===== src/rtl/mclk_div_pkg.sv =====
package mclk_div_pkg;
  localparam int unsigned FACTOR_W = 10;
  localparam int unsigned REG_W    = 32;
endpackage


===== src/rtl/mclk_div_regs.sv =====
module mclk_div_regs #(
  parameter int unsigned FW = mclk_div_pkg::FACTOR_W,
  parameter int unsigned RW = mclk_div_pkg::REG_W
) (
  input  logic          clk_i,
  input  logic          rst_ni,
  input  logic          wr_en_i,
  input  logic [RW-1:0] wr_data_i,
  input  logic          load_i,
  output logic [RW-1:0] rd_data_o,
  output logic [FW-1:0] active_o
);
  logic [FW-1:0] shadow_q, active_q;

  always_ff @(posedge clk_i or negedge rst_ni) begin
    if (!rst_ni) begin
      shadow_q <= '0;
      active_q <= '0;
    end else begin
      if (wr_en_i) shadow_q <= wr_data_i[FW-1:0];
      if (load_i)  active_q <= shadow_q;   // old shadow wins on a same-cycle write
    end
  end

  assign rd_data_o = {{(RW-FW){1'b0}}, shadow_q};
  assign active_o  = active_q;

  p_wr_store_r1: assert property (@(posedge clk_i) disable iff (!rst_ni)
    wr_en_i |=> rd_data_o[FW-1:0] == $past(wr_data_i[FW-1:0]));
  p_rsvd_zero_r2: assert property (@(posedge clk_i) disable iff (!rst_ni)
    rd_data_o[RW-1:FW] == '0);
  p_hold_r3: assert property (@(posedge clk_i) disable iff (!rst_ni)
    !load_i |=> $stable(active_o));
  p_load_old_r10: assert property (@(posedge clk_i) disable iff (!rst_ni)
    load_i |=> active_o == $past(rd_data_o[FW-1:0]));
endmodule


===== src/rtl/mclk_div_decode.sv =====
module mclk_div_decode #(
  parameter int unsigned FW = mclk_div_pkg::FACTOR_W,
  localparam int unsigned CW = FW + 1
) (
  input  logic          clk_i,
  input  logic          rst_ni,
  input  logic [FW-1:0] factor_i,
  output logic [CW-1:0] high_len_o,
  output logic [CW-1:0] low_len_o
);
  logic [CW-1:0] ratio;

  always_comb begin
    if (factor_i == '0)      ratio = CW'(1) << FW;
    else if (factor_i == 1)  ratio = CW'(2);   // illegal code runs as 2
    else                     ratio = {1'b0, factor_i};
    high_len_o = ratio >> 1;
    low_len_o  = ratio - high_len_o;             // odd: extra cycle low
  end

  p_split_r5: assert property (@(posedge clk_i) disable iff (!rst_ni)
    high_len_o >= 1 && low_len_o >= high_len_o && (low_len_o - high_len_o) <= 1);
  p_zero_max_r6: assert property (@(posedge clk_i) disable iff (!rst_ni)
    factor_i == '0 |-> high_len_o + low_len_o == (CW'(1) << FW));
endmodule


===== src/rtl/mclk_div_core.sv =====
module mclk_div_core #(
  parameter int unsigned FW = mclk_div_pkg::FACTOR_W,
  localparam int unsigned CW = FW + 1
) (
  input  logic          clk_i,
  input  logic          rst_ni,
  input  logic          restart_i,
  input  logic [CW-1:0] high_len_i,
  input  logic [CW-1:0] low_len_i,
  output logic          mclk_o
);
  logic [FW-1:0] cnt_q;
  logic          ph_q;
  logic [CW-1:0] cur_len;

  assign cur_len = ph_q ? high_len_i : low_len_i;

  always_ff @(posedge clk_i or negedge rst_ni) begin
    if (!rst_ni) begin
      ph_q  <= 1'b1;
      cnt_q <= '0;
    end else if (restart_i) begin
      ph_q  <= 1'b1;
      cnt_q <= '0;
    end else if ({1'b0, cnt_q} == cur_len - 1'b1) begin
      ph_q  <= ~ph_q;
      cnt_q <= '0;
    end else begin
      cnt_q <= cnt_q + 1'b1;
    end
  end

  assign mclk_o = ph_q;

  p_cnt_bound_r4: assert property (@(posedge clk_i) disable iff (!rst_ni)
    {1'b0, cnt_q} < cur_len);
  p_restart_r9: assert property (@(posedge clk_i) disable iff (!rst_ni)
    restart_i |=> mclk_o && cnt_q == '0);
  p_fall_r4: assert property (@(posedge clk_i) disable iff (!rst_ni)
    (ph_q && !restart_i && {1'b0, cnt_q} == high_len_i - 1'b1) |=> !mclk_o);
endmodule


===== src/rtl/mclk_div.sv =====
module mclk_div #(
  parameter int unsigned FW = mclk_div_pkg::FACTOR_W,
  parameter int unsigned RW = mclk_div_pkg::REG_W,
  localparam int unsigned CW = FW + 1
) (
  input  logic          clk_i,
  input  logic          rst_ni,
  input  logic          wr_en_i,
  input  logic [RW-1:0] wr_data_i,
  input  logic          load_i,
  output logic [RW-1:0] rd_data_o,
  output logic          mclk_o
);
  logic [FW-1:0] active;
  logic [CW-1:0] high_len, low_len;

  mclk_div_regs #(.FW(FW), .RW(RW)) u_regs (
    .clk_i, .rst_ni, .wr_en_i, .wr_data_i, .load_i,
    .rd_data_o, .active_o(active)
  );

  mclk_div_decode #(.FW(FW)) u_dec (
    .clk_i, .rst_ni, .factor_i(active),
    .high_len_o(high_len), .low_len_o(low_len)
  );

  mclk_div_core #(.FW(FW)) u_core (
    .clk_i, .rst_ni, .restart_i(load_i),
    .high_len_i(high_len), .low_len_i(low_len), .mclk_o
  );
endmodule


===== config.mk =====
export PLATFORM = sky130hd
export DESIGN_NAME = mclk_div
export DESIGN_NICKNAME = d
export VERILOG_FILES = /design/src/rtl/mclk_div_pkg.sv /design/src/rtl/mclk_div_regs.sv /design/src/rtl/mclk_div_decode.sv /design/src/rtl/mclk_div_core.sv /design/src/rtl/mclk_div.sv
export SDC_FILE = /design/constraint.sdc
export NUM_CORES = 1
export LEC_CHECK = 0
export CAP_MARGIN = 10
export CORE_ASPECT_RATIO = 0.9
export CORE_MARGIN = 2
export CORE_UTILIZATION = 50
export CTS_BUF_LIST = sky130_fd_sc_hd__clkbuf_8 sky130_fd_sc_hd__clkbuf_16
export CTS_CLUSTER_SIZE = 20
export DETAILED_ROUTE_END_ITERATION = 12
export GPL_TIMING_DRIVEN = 0
export HOLD_SLACK_MARGIN = 0.06
export PLACE_DENSITY = 0.93
export SLEW_MARGIN = 20
export SYNTH_ARGS = -nofsm -noshare
export SYNTH_HDL_FRONTEND = slang
export SYNTH_SLANG_ARGS = --single-unit

===== constraint.sdc =====
create_clock -name clk_i -period 8.1 [get_ports clk_i]
set_input_delay 2.43 -clock clk_i [delete_from_list [all_inputs] [get_ports clk_i]]
set_output_delay 2.43 -clock clk_i [all_outputs]
set_load 0.005 [all_outputs]

==> out/qor.txt <==
outcome - finished, final reports clean
WS Path Type - reg -> reg
DR DRC count - 0
MaxCap Viol Count - 0
FF-to-FF path depth - 16
placed cell area - 3040 µm²
Leakage - 1.39 nW
internal reg-to-reg setup slack - 3.27 ns
Tot Pwr - 0.498 mW
actual slew at the worst max-slew pin - 0.898 ns
DRT Wirelength - 5860 µm
chip height - 73.1 µm
GP Congestion - 1.01
RSZ-0062 raised after global routing - false
vias - 2198
CTS clock-pin slew for the worst setup and hold paths - 0.06 ns
vias in the first global route - 2134
worst vdd ir - 139 µV
number of port buffers - 23
CTS tree - yes
Final HPWL DP - 4650 µm
Design Area, Final - 3120 µm²
Pins Over Slew Limit - 0
CP Launch Type - register
Reg area - 777 µm²
synthesis-to-finish area growth - 17.8%
R2R Path End - u_core.cnt_q[2]
Fillers - 457
hold buffers post-CTS - 0
Worst Clk Skew - 0.00503 ns
Hold Crit Class - reg -> reg
fraction of registers with async set/reset - 1.00
initial antenna violation count - 0
CTS buffer count - 5
1st-iter DRT viols - 98
buffer count from post-CTS setup fixing - 0
Critical Path AT - 4.98 ns
fin crit period - 4.83 ns
DR vias/cell - 5.50
clock sinks - 31
EDFF count, synth - 0
Root Driver - clkbuf_8
Seq/Total Area, Yosys - 0.293
Cells after Synth - 281
Overflow after GRT - 0
FF+latch count, synth - 31
final worst-path cycle share - 0.596
Avg Inst Size Synth - 9.43 µm²
first-pass GRT wire length - 9530 µm
hold-critical path depth - 2
Multi-input gate area - 1650 µm²
CP required - 8.25 ns
I/O pins - 69
# diodes - 0
Max clock buf depth - 2
Die ar. - 5900 µm²
setup violators final - 0
Netlist Area Pre-Place - 2650 µm²
Final Hold Vio Count - 0
synth warn - 0
Power Dens Cells - 160 nW/µm²
Antenna Nets Post-Route - 0
HP Start - u_regs.shadow_q[5]
Die X - 80.7 µm
largest net degree at the start of global routing - 32
Primary FF master, synth - dfrtp_1
Final TNS setup - 0 ns
Peak Freq - 207 MHz
Routed WL per cell - 14.7 µm
post-synthesis cell type count - 75
Slew HR - 0.394
share of cells above drive strength 1 - 0.219
post-cts sizing count - 0
total core area - 5190 µm²
hold-critical path endpoint - u_regs.active_o[5]
Starting Density - 0.510
CP endpoint kind - register
all-layer global routing usage - 0.213
H-tree Lvls - 2
reg-to-reg critical path startpoint - u_regs.active_o[9]
FP Rows - 25
crit path max fanout - 10
Clock Latency Late Sink - 0.28 ns
drt first pass iters - 4
nets - 382
## cell families (layout without fill, tap and decap cells)
logic type	count (synthesis)	in the layout	share of synthesized area
flip-flops	31	31	0.293
adder cells (fa/ha/maj)	14	14	0.0690
AO/OA/AOI/OAI	64	64	0.181
XOR/XNOR	25	25	0.0827
buffers and inverters	47	78	0.112
AND/OR/NAND/NOR	85	85	0.201
other	1	22	0.00142
multiplexers	14	14	0.0595
## synthesized netlist by cell type (3+ instances only)
cell / instances / area share
nand2_1: 22 / 0.031
xor2_1: 13 / 0.043
nor2_1: 15 / 0.021
a21oi_1: 3 / 0.0057
nand3_1: 8 / 0.015
inv_1: 12 / 0.017
xnor2_1: 12 / 0.040
and3_1: 3 / 0.0071
a31oi_1: 6 / 0.014
buf_4: 23 / 0.065
ha_1: 13 / 0.061
mux2i_1: 3 / 0.011
o211ai_1: 3 / 0.0085
dfrtp_1: 30 / 0.28
and2b_2: 3 / 0.0099
o21ai_0: 16 / 0.030
nor3_1: 5 / 0.0094
clkbuf_1: 8 / 0.011
mux2_2: 10 / 0.043
## worst max path at each step
stage / slack, ns / depth (start not counted) / endpoint / start
6_report: 3.27 / 16 / u_core.cnt_q[2] / u_regs.active_o[9]
5_1_grt: 2.96 / 16 / u_core.cnt_q[1] / u_regs.active_o[9]
4_1_cts: 3.36 / 16 / u_core.cnt_q[2] / u_regs.active_o[9]
3_5_place_dp: 3.39 / 16 / u_core.cnt_q[2] / u_regs.active_o[9]
3_3_place_gp: 3.49 / 16 / u_core.cnt_q[3] / u_regs.active_o[9]
2_1_floorplan: 4.13 / 16 / u_core.mclk_o / u_regs.active_o[9]
## area by class of cell
type | count | area share
plain buffers | 35 | 0.0806
clock buffers | 5 | 0.0221
clock inverters | 3 | 0.00481
inverters | 12 | 0.0144
multi-input cells | 224 | 0.530
flip-flops and latches | 31 | 0.249
well taps | 67 | 0.0269
repair buffers | 23 | 0.0722
## state kept, by name (all words and copies together), names as in the netlist
signal,flops
u_regs.active_o,10
u_regs.shadow_q,10
u_core.mclk_o,1
u_core.cnt_q,10
## metrics by stage
stage	hold WS, ns	utilization	std cells	worst slack (ns)
2_1_floorplan	0.483	-	302	4.13
3_3_place_gp	0.487	0.586	392	3.49
3_5_place_dp	0.494	0.585	392	3.39
4_1_cts	0.510	0.601	400	3.36
5_1_grt	0.558	0.601	400	2.96
6_report	0.510	0.601	400	3.27
## power breakdown
| part | total [mW] | switching [mW] | internal, mW |
|---|---|---|---|
| sequential | 0.182 | 0.0149 | 0.168 |
| clock | 0.115 | 0.0562 | 0.0586 |
| combinational | 0.201 | 0.110 | 0.0912 |
| total | 0.498 | 0.181 | 0.317 |
## metal layers
metal  GRT usage  up-vias  share of wire
met1       0.261     1031           0.42
met4       0.111        0          0.030
met2       0.360       80           0.48
met3      0.0347       17          0.070
li1            -     1070              -
met5           0        -              0
## cell usage in the layout, fill, tap and decap left out, types with 3 or more instances in the layout
cell type        Yosys  layout
dfrtp_1             30      30
buf_4               23      23
nand2_1             22      22
conb_1               1      22
clkdlybuf4s50_1      0      22
o21ai_0             16      16
nor2_1              15      15
xor2_1              13      13
ha_1                13      13
inv_1               12      12
xnor2_1             12      12
mux2_2              10      10
clkbuf_1             8       8
nand3_1              8       8
clkbuf_8             2       7
a31oi_1              6       6
nor3_1               5       5
o211ai_1             3       3
mux2i_1              3       3
and2b_2              3       3
and3_1               3       3
a21oi_1              3       3
clkinv_2             0       3
## worst max-delay path: stages (launching register included)
cell,delay (ns)
dfrtp_1,0.39
inv_1,0.17
ha_1,0.20
nor3b_2,0.46
nand3_1,0.24
o21a_1,0.21
fa_1,0.49
a211oi_1,0.44
o211ai_1,0.15
a21oi_1,0.26
xor2_1,0.10
o21ai_0,0.41
nor4b_2,0.31
xnor2_1,0.18
o2111ai_2,0.19
o21bai_2,0.40
nor2_1,0.10
(Power assumes the default switching activity.)
